===== src/rtl/psc_pkg.sv =====
package psc_pkg;
  localparam int BYTE_W = 8;

  function automatic int idx_width(input int lanes);
    return $clog2(lanes + 1);
  endfunction
endpackage


===== src/rtl/psc_lane_cmp.sv =====
module psc_lane_cmp #(
  parameter int LANES  = 16,
  parameter int LANE_W = 8
) (
  input  logic [LANES*LANE_W-1:0] a,
  input  logic [LANES*LANE_W-1:0] b,
  output logic [LANES-1:0]        eq,
  output logic [LANES-1:0]        nul_a,
  output logic [LANES-1:0]        nul_b
);
  for (genvar i = 0; i < LANES; i++) begin : g_lane
    logic [LANE_W-1:0] la, lb;
    assign la       = a[i*LANE_W +: LANE_W];
    assign lb       = b[i*LANE_W +: LANE_W];
    assign eq[i]    = (la == lb);
    assign nul_a[i] = (la == '0);
    assign nul_b[i] = (lb == '0);
  end
endmodule


===== src/rtl/psc_live_mask.sv =====
module psc_live_mask #(
  parameter int LANES = 16
) (
  input  logic [LANES-1:0] nul,
  output logic [LANES-1:0] live
);
  assign live[0] = ~nul[0];
  for (genvar i = 1; i < LANES; i++) begin : g_chain
    assign live[i] = live[i-1] & ~nul[i];
  end
endmodule


===== src/rtl/psc_lsb_index.sv =====
module psc_lsb_index #(
  parameter int LANES = 16,
  parameter int IDX_W = 5
) (
  input  logic [LANES-1:0] vec,
  output logic [IDX_W-1:0] idx
);
  always_comb begin
    idx = IDX_W'(LANES);
    for (int i = LANES - 1; i >= 0; i--) begin
      if (vec[i]) idx = IDX_W'(i);
    end
  end
endmodule


===== src/rtl/psc_index_unit.sv =====
module psc_index_unit
  import psc_pkg::*;
#(
  parameter int LANES   = 16,
  parameter int LANE_W  = BYTE_W,
  parameter bit REG_OUT = 1'b1,
  localparam int IDX_W  = idx_width(LANES),
  localparam int DATA_W = LANES * LANE_W
) (
  input  logic              clk,
  input  logic              rst,
  input  logic              in_valid,
  input  logic [DATA_W-1:0] op_a,
  input  logic [DATA_W-1:0] op_b,
  output logic              out_valid,
  output logic [IDX_W-1:0]  res_index,
  output logic [LANES-1:0]  res_mask,
  output logic              flag_c,
  output logic              flag_z,
  output logic              flag_s,
  output logic              flag_o,
  output logic              flag_p,
  output logic              flag_a
);
  logic [LANES-1:0] eq, nul_a, nul_b, live_a, live_b, raw, pol;
  logic [IDX_W-1:0] idx_c;
  logic             c_c, z_c, s_c, o_c;

  psc_lane_cmp #(.LANES(LANES), .LANE_W(LANE_W)) u_cmp (
    .a(op_a), .b(op_b), .eq(eq), .nul_a(nul_a), .nul_b(nul_b)
  );

  psc_live_mask #(.LANES(LANES)) u_live_a (.nul(nul_a), .live(live_a));
  psc_live_mask #(.LANES(LANES)) u_live_b (.nul(nul_b), .live(live_b));

  assign raw = (eq & live_a & live_b) | ~(live_a | live_b);
  assign pol = raw ^ live_a;

  psc_lsb_index #(.LANES(LANES), .IDX_W(IDX_W)) u_idx (.vec(pol), .idx(idx_c));

  assign c_c = |pol;
  assign z_c = |nul_a;
  assign s_c = |nul_b;
  assign o_c = pol[0];

  assign flag_p = 1'b0;
  assign flag_a = 1'b0;

  if (REG_OUT) begin : g_reg
    always_ff @(posedge clk) begin
      if (rst) begin
        out_valid <= 1'b0;
        res_index <= '0;
        res_mask  <= '0;
        flag_c    <= 1'b0;
        flag_z    <= 1'b0;
        flag_s    <= 1'b0;
        flag_o    <= 1'b0;
      end else begin
        out_valid <= in_valid;
        if (in_valid) begin
          res_index <= idx_c;
          res_mask  <= pol;
          flag_c    <= c_c;
          flag_z    <= z_c;
          flag_s    <= s_c;
          flag_o    <= o_c;
        end
      end
    end
  end else begin : g_comb
    assign out_valid = in_valid;
    assign res_index = idx_c;
    assign res_mask  = pol;
    assign flag_c    = c_c;
    assign flag_z    = z_c;
    assign flag_s    = s_c;
    assign flag_o    = o_c;
  end
endmodule


===== config.mk =====
export PLATFORM = sky130hd
export DESIGN_NAME = psc_index_unit
export DESIGN_NICKNAME = d
export VERILOG_FILES = /design/src/rtl/psc_pkg.sv /design/src/rtl/psc_lane_cmp.sv /design/src/rtl/psc_live_mask.sv /design/src/rtl/psc_lsb_index.sv /design/src/rtl/psc_index_unit.sv
export SDC_FILE = /design/constraint.sdc
export NUM_CORES = 1
export LEC_CHECK = 0
export ABC_AREA = 1
export BUFFER_PORTS_ARGS = -buffer_cell sky130_fd_sc_hd__buf_2
export CAP_MARGIN = 25
export CORE_MARGIN = 2
export CORE_UTILIZATION = 33
export CTS_CLUSTER_SIZE = 8
export DETAILED_ROUTE_END_ITERATION = 16
export HOLD_SLACK_MARGIN = 0.05
export PLACE_DENSITY = 0.67
export SETUP_SLACK_MARGIN = 0.5
export SLEW_MARGIN = 20
export SYNTH_ARGS = -nofsm -noshare
export SYNTH_HDL_FRONTEND = slang
export SYNTH_SLANG_ARGS = --single-unit

===== constraint.sdc =====
create_clock -name clk -period 2.2 [get_ports clk]
set_clock_uncertainty 0.15 [all_clocks]
set_input_delay 0.11 -clock clk [delete_from_list [all_inputs] [get_ports clk]]
set_output_delay 0.11 -clock clk [all_outputs]
set_load 0.005 [all_outputs]

==> impl_metrics.csv <==
group,metric,value,unit
sta,finalMaxSlewViolations,0,
clock_network,htreeDepth,1,
yosys,async_reset_ff_frac,0,
setup_path,cp_slowest_cell,"a311o_1",
final_layout,diodes,0,
clock_network,clock-root-buffer,"clkbuf_16",
final_layout,fill_cells,1188,
yosys,postSynthCellCount,706,
yosys,synth_cell_types,43,
sta,rsz0062_at_grt,"true",
clock_network,ctsHoldBuffers,2,
yosys,syn_avg_cell_area,5.63,µm²
sta,max-slew-margin-rel,0.651,
setup_path,crit_chain,"buf_2 -> nor2_1 -> nand2_1 -> nor2_2 -> inv_2 -> buf_4 -> buf_4 -> buf_4 -> buf_4 -> a311o_1 -> inv_2 -> nand2_4 -> nor3_4 -> nand3_2 -> o211ai_1 -> inv_1",
setup_path,path_common_cell,"buf_4",
route,drt-initial-drc-count,202,
yosys,synthFlopType,"dfxtp_1",
min_path,holdCritPathClass,"in2reg",
setup_path,crit_cells,16,
yosys,ys_seq_area_frac,0.126,
power,netSwitchingFraction,0.328,
setup_path,r2r-start,"flag_z",
setup_path,critPathCapture,"flag_c",
sta,setup_viol,0,
power,p_comb_frac,0.505,
final_layout,layout_commonest_cell,"buf_2",
setup_path,path_buf_inv,8,
route,avgViaCountPerCell,4.59,
power,clock_power_share,0.225,
setup_path,r2r_cells,3,
sta,max_freq,499,MHz
global_routing,antenna_found_initial,0,
yosys,yosys_warnings,0,
power,power.leakage,0.00372,µW
final_layout,area_growth,72.9,%
sta,worst_pin_slew,0.520,ns
setup_path,crit_family,"buffers and inverters",
power,p_switching,597,µW
clock_network,cts.reportedPaths.clkPinSlew,0.06,ns
route,ant_nets,0,
floorplanning,top_level_ports,287,
sta,timing.hold.ws,-0.0331,ns
power,power_density,265,nW/µm²
global_routing,grtUsageTotal,0.212,
setup_path,path_class,"in2reg",
setup_path,startpoint_type,"input port",
global_routing,grt_max_degree,31,
power,internal_power,1230,µW
setup_path,r2r_slack,0.86,ns
setup_path,crit_fanout,3,
placed_design,gp_congestion,0.898,
yosys,synth-edff-count,0,
setup_path,cp.arrival,2.01,ns
final_layout,drive_gt1_frac,0.435,
setup_path,cp-end-kind,"register",
clock_network,cts_tree,"built",
yosys,ys_ff_latch,25,
floorplanning,start_util,0.335,
global_routing,grt_pass1_wl,22600,µm
route,dr.pass1.iters,4,
yosys,netlist_area,3980,µm²
route,wl,15300,µm
clock_network,clk-insertion-delay-late,0.26,ns
power,pwr-share-seq,0.270,
sta,hold_viol_final,5,
min_path,min-delay-start,"rst",
setup_path,cp.required,2.21,ns
placed_design,post-dp-hpwl,12700,µm
route,via_count,5578,
route,routedWlPerCell,12.6,µm
final_layout,final_util,0.579,
setup_path,crit_start,"op_a[22]",
final_layout,final_nets,1328,
placed_design,port_buffers,284,
floorplanning,die_y,114,µm
route,drc_errors,0,
power,ir_worst_vdd,0.285,mV
floorplanning,num_rows,40,
sta,min_period_over_period,0.912,
setup_path,r2r_end,"flag_z",
clock_network,cts_buffers,3,
run_status,violations,"hold timing",
setup_path,critPathMaxStageDelay,0.27,ns
flow_run,drv_cap,0,
sta,min_period,2.01,ns
global_routing,overflow,0,
run_status,run_status,"finished, violations left",
floorplanning,fp.coreArea,11900,µm²
floorplanning,die_x,114,µm
clock_network,cts_buffer_depth,2,
global_routing,first_global_vias,5305,
floorplanning,fp.dieArea,12900,µm²
clock_network,clkSinkCount,25,
final_layout,layout_common_cells,"buf_2 (229), nor2_1 (150), nand2_1 (124)",
[cell usage after synthesis (10+ instances only)]
cell / number / area share
a21oi_1: 15 / 0.019
dfxtp_1: 25 / 0.13
inv_1: 90 / 0.085
inv_2: 10 / 0.0094
nand2_1: 138 / 0.13
nand3_1: 25 / 0.031
nand4_1: 20 / 0.031
nor2_1: 180 / 0.17
nor3_1: 11 / 0.014
nor4_1: 15 / 0.024
o211ai_1: 13 / 0.025
o21ai_0: 11 / 0.014
xnor2_1: 37 / 0.082
xor2_1: 64 / 0.14
[through the flow]
stage	std cells	worst slack (ns)	instance area (µm²)	TNS, ns	total power (µW)
6_report	1215	0.195	6870	0	1820
3_3_place_gp	1189	-0.0542	6020	-0.102	1310
2_1_floorplan	707	0.299	4010	0	855
3_5_place_dp	1189	-0.0844	6020	-0.202	1320
4_1_cts	1207	0.223	6500	0	1780
5_1_grt	1215	-0.0182	6870	-0.0182	1940
[power groups by stage]
stage / registers [µW] / logic (µW) / clock network (µW)
detailed placement: 503 / 813 / 0
floorplan: 505 / 350 / 0
global route: 496 / 1020 / 429
finish: 493 / 919 / 410
CTS: 493 / 868 / 417
global placement: 503 / 808 / 0
[flip-flops by register name, summed over array words and instances, names as in the netlist]
signal / cells
res_mask: 16
res_index: 5
flag_c: 1
flag_s: 1
flag_z: 1
out_valid: 1
[worst min-delay path by stage]
stage	slack (ns)	cells past startpoint	endpoint
after floorplan	0.17	3	res_mask[0]
after global placement	0.23	2	res_index[0]
after detailed placement	0.24	2	res_index[0]
after CTS	-0.04	2	res_index[0]
after global routing	-0.02	2	res_index[0]
final	-0.03	2	res_index[0]
[cell type report]
type                    instances  area (µm²)  area share
clock buffers                   3        75.1      0.0109
clock inverters                 1        7.51     0.00109
inverters                     102         383      0.0557
multi-input cells             572        3310       0.482
flip-flops and latches         25         500      0.0728
well taps                     147         184      0.0268
repair buffers                365        2410       0.351
[what timing repair did]
item,4_1_cts,5_1_grt
hold endpoints to repair,7,5
gates resized for setup,60,79
setup endpoints to repair,6,11
cloned,0,0
buffers inserted,12,8
pin swaps,19,36
[kinds of logic (layout without fill, tap and decap cells)]
group,count (synthesis),count (layout),share of synthesized area
and+or+nand+nor,416,416,0.460
buffers and inverters,110,471,0.107
xor gates and xnor gates,101,101,0.223
AOI/OAI and AO/OA,53,53,0.0840
DFF,25,25,0.126
other,1,2,0.000943
[worst reg2reg max path: stages, from the launching register on]
cell and delay (ns):
dfxtp_1 0.34, nand2_1 0.06, a21oi_1 0.16, dlygate4sd3_1 0.57
[routing by layer]
layer,wire [µm],GRT usage,part of all wire
met3,907,0.0340,0.059
met1,5950,0.237,0.39
met2,7990,0.413,0.52
met5,0,0,0
met4,430,0.0593,0.028
No activity file was read; power rests on OpenSTA's default activity.
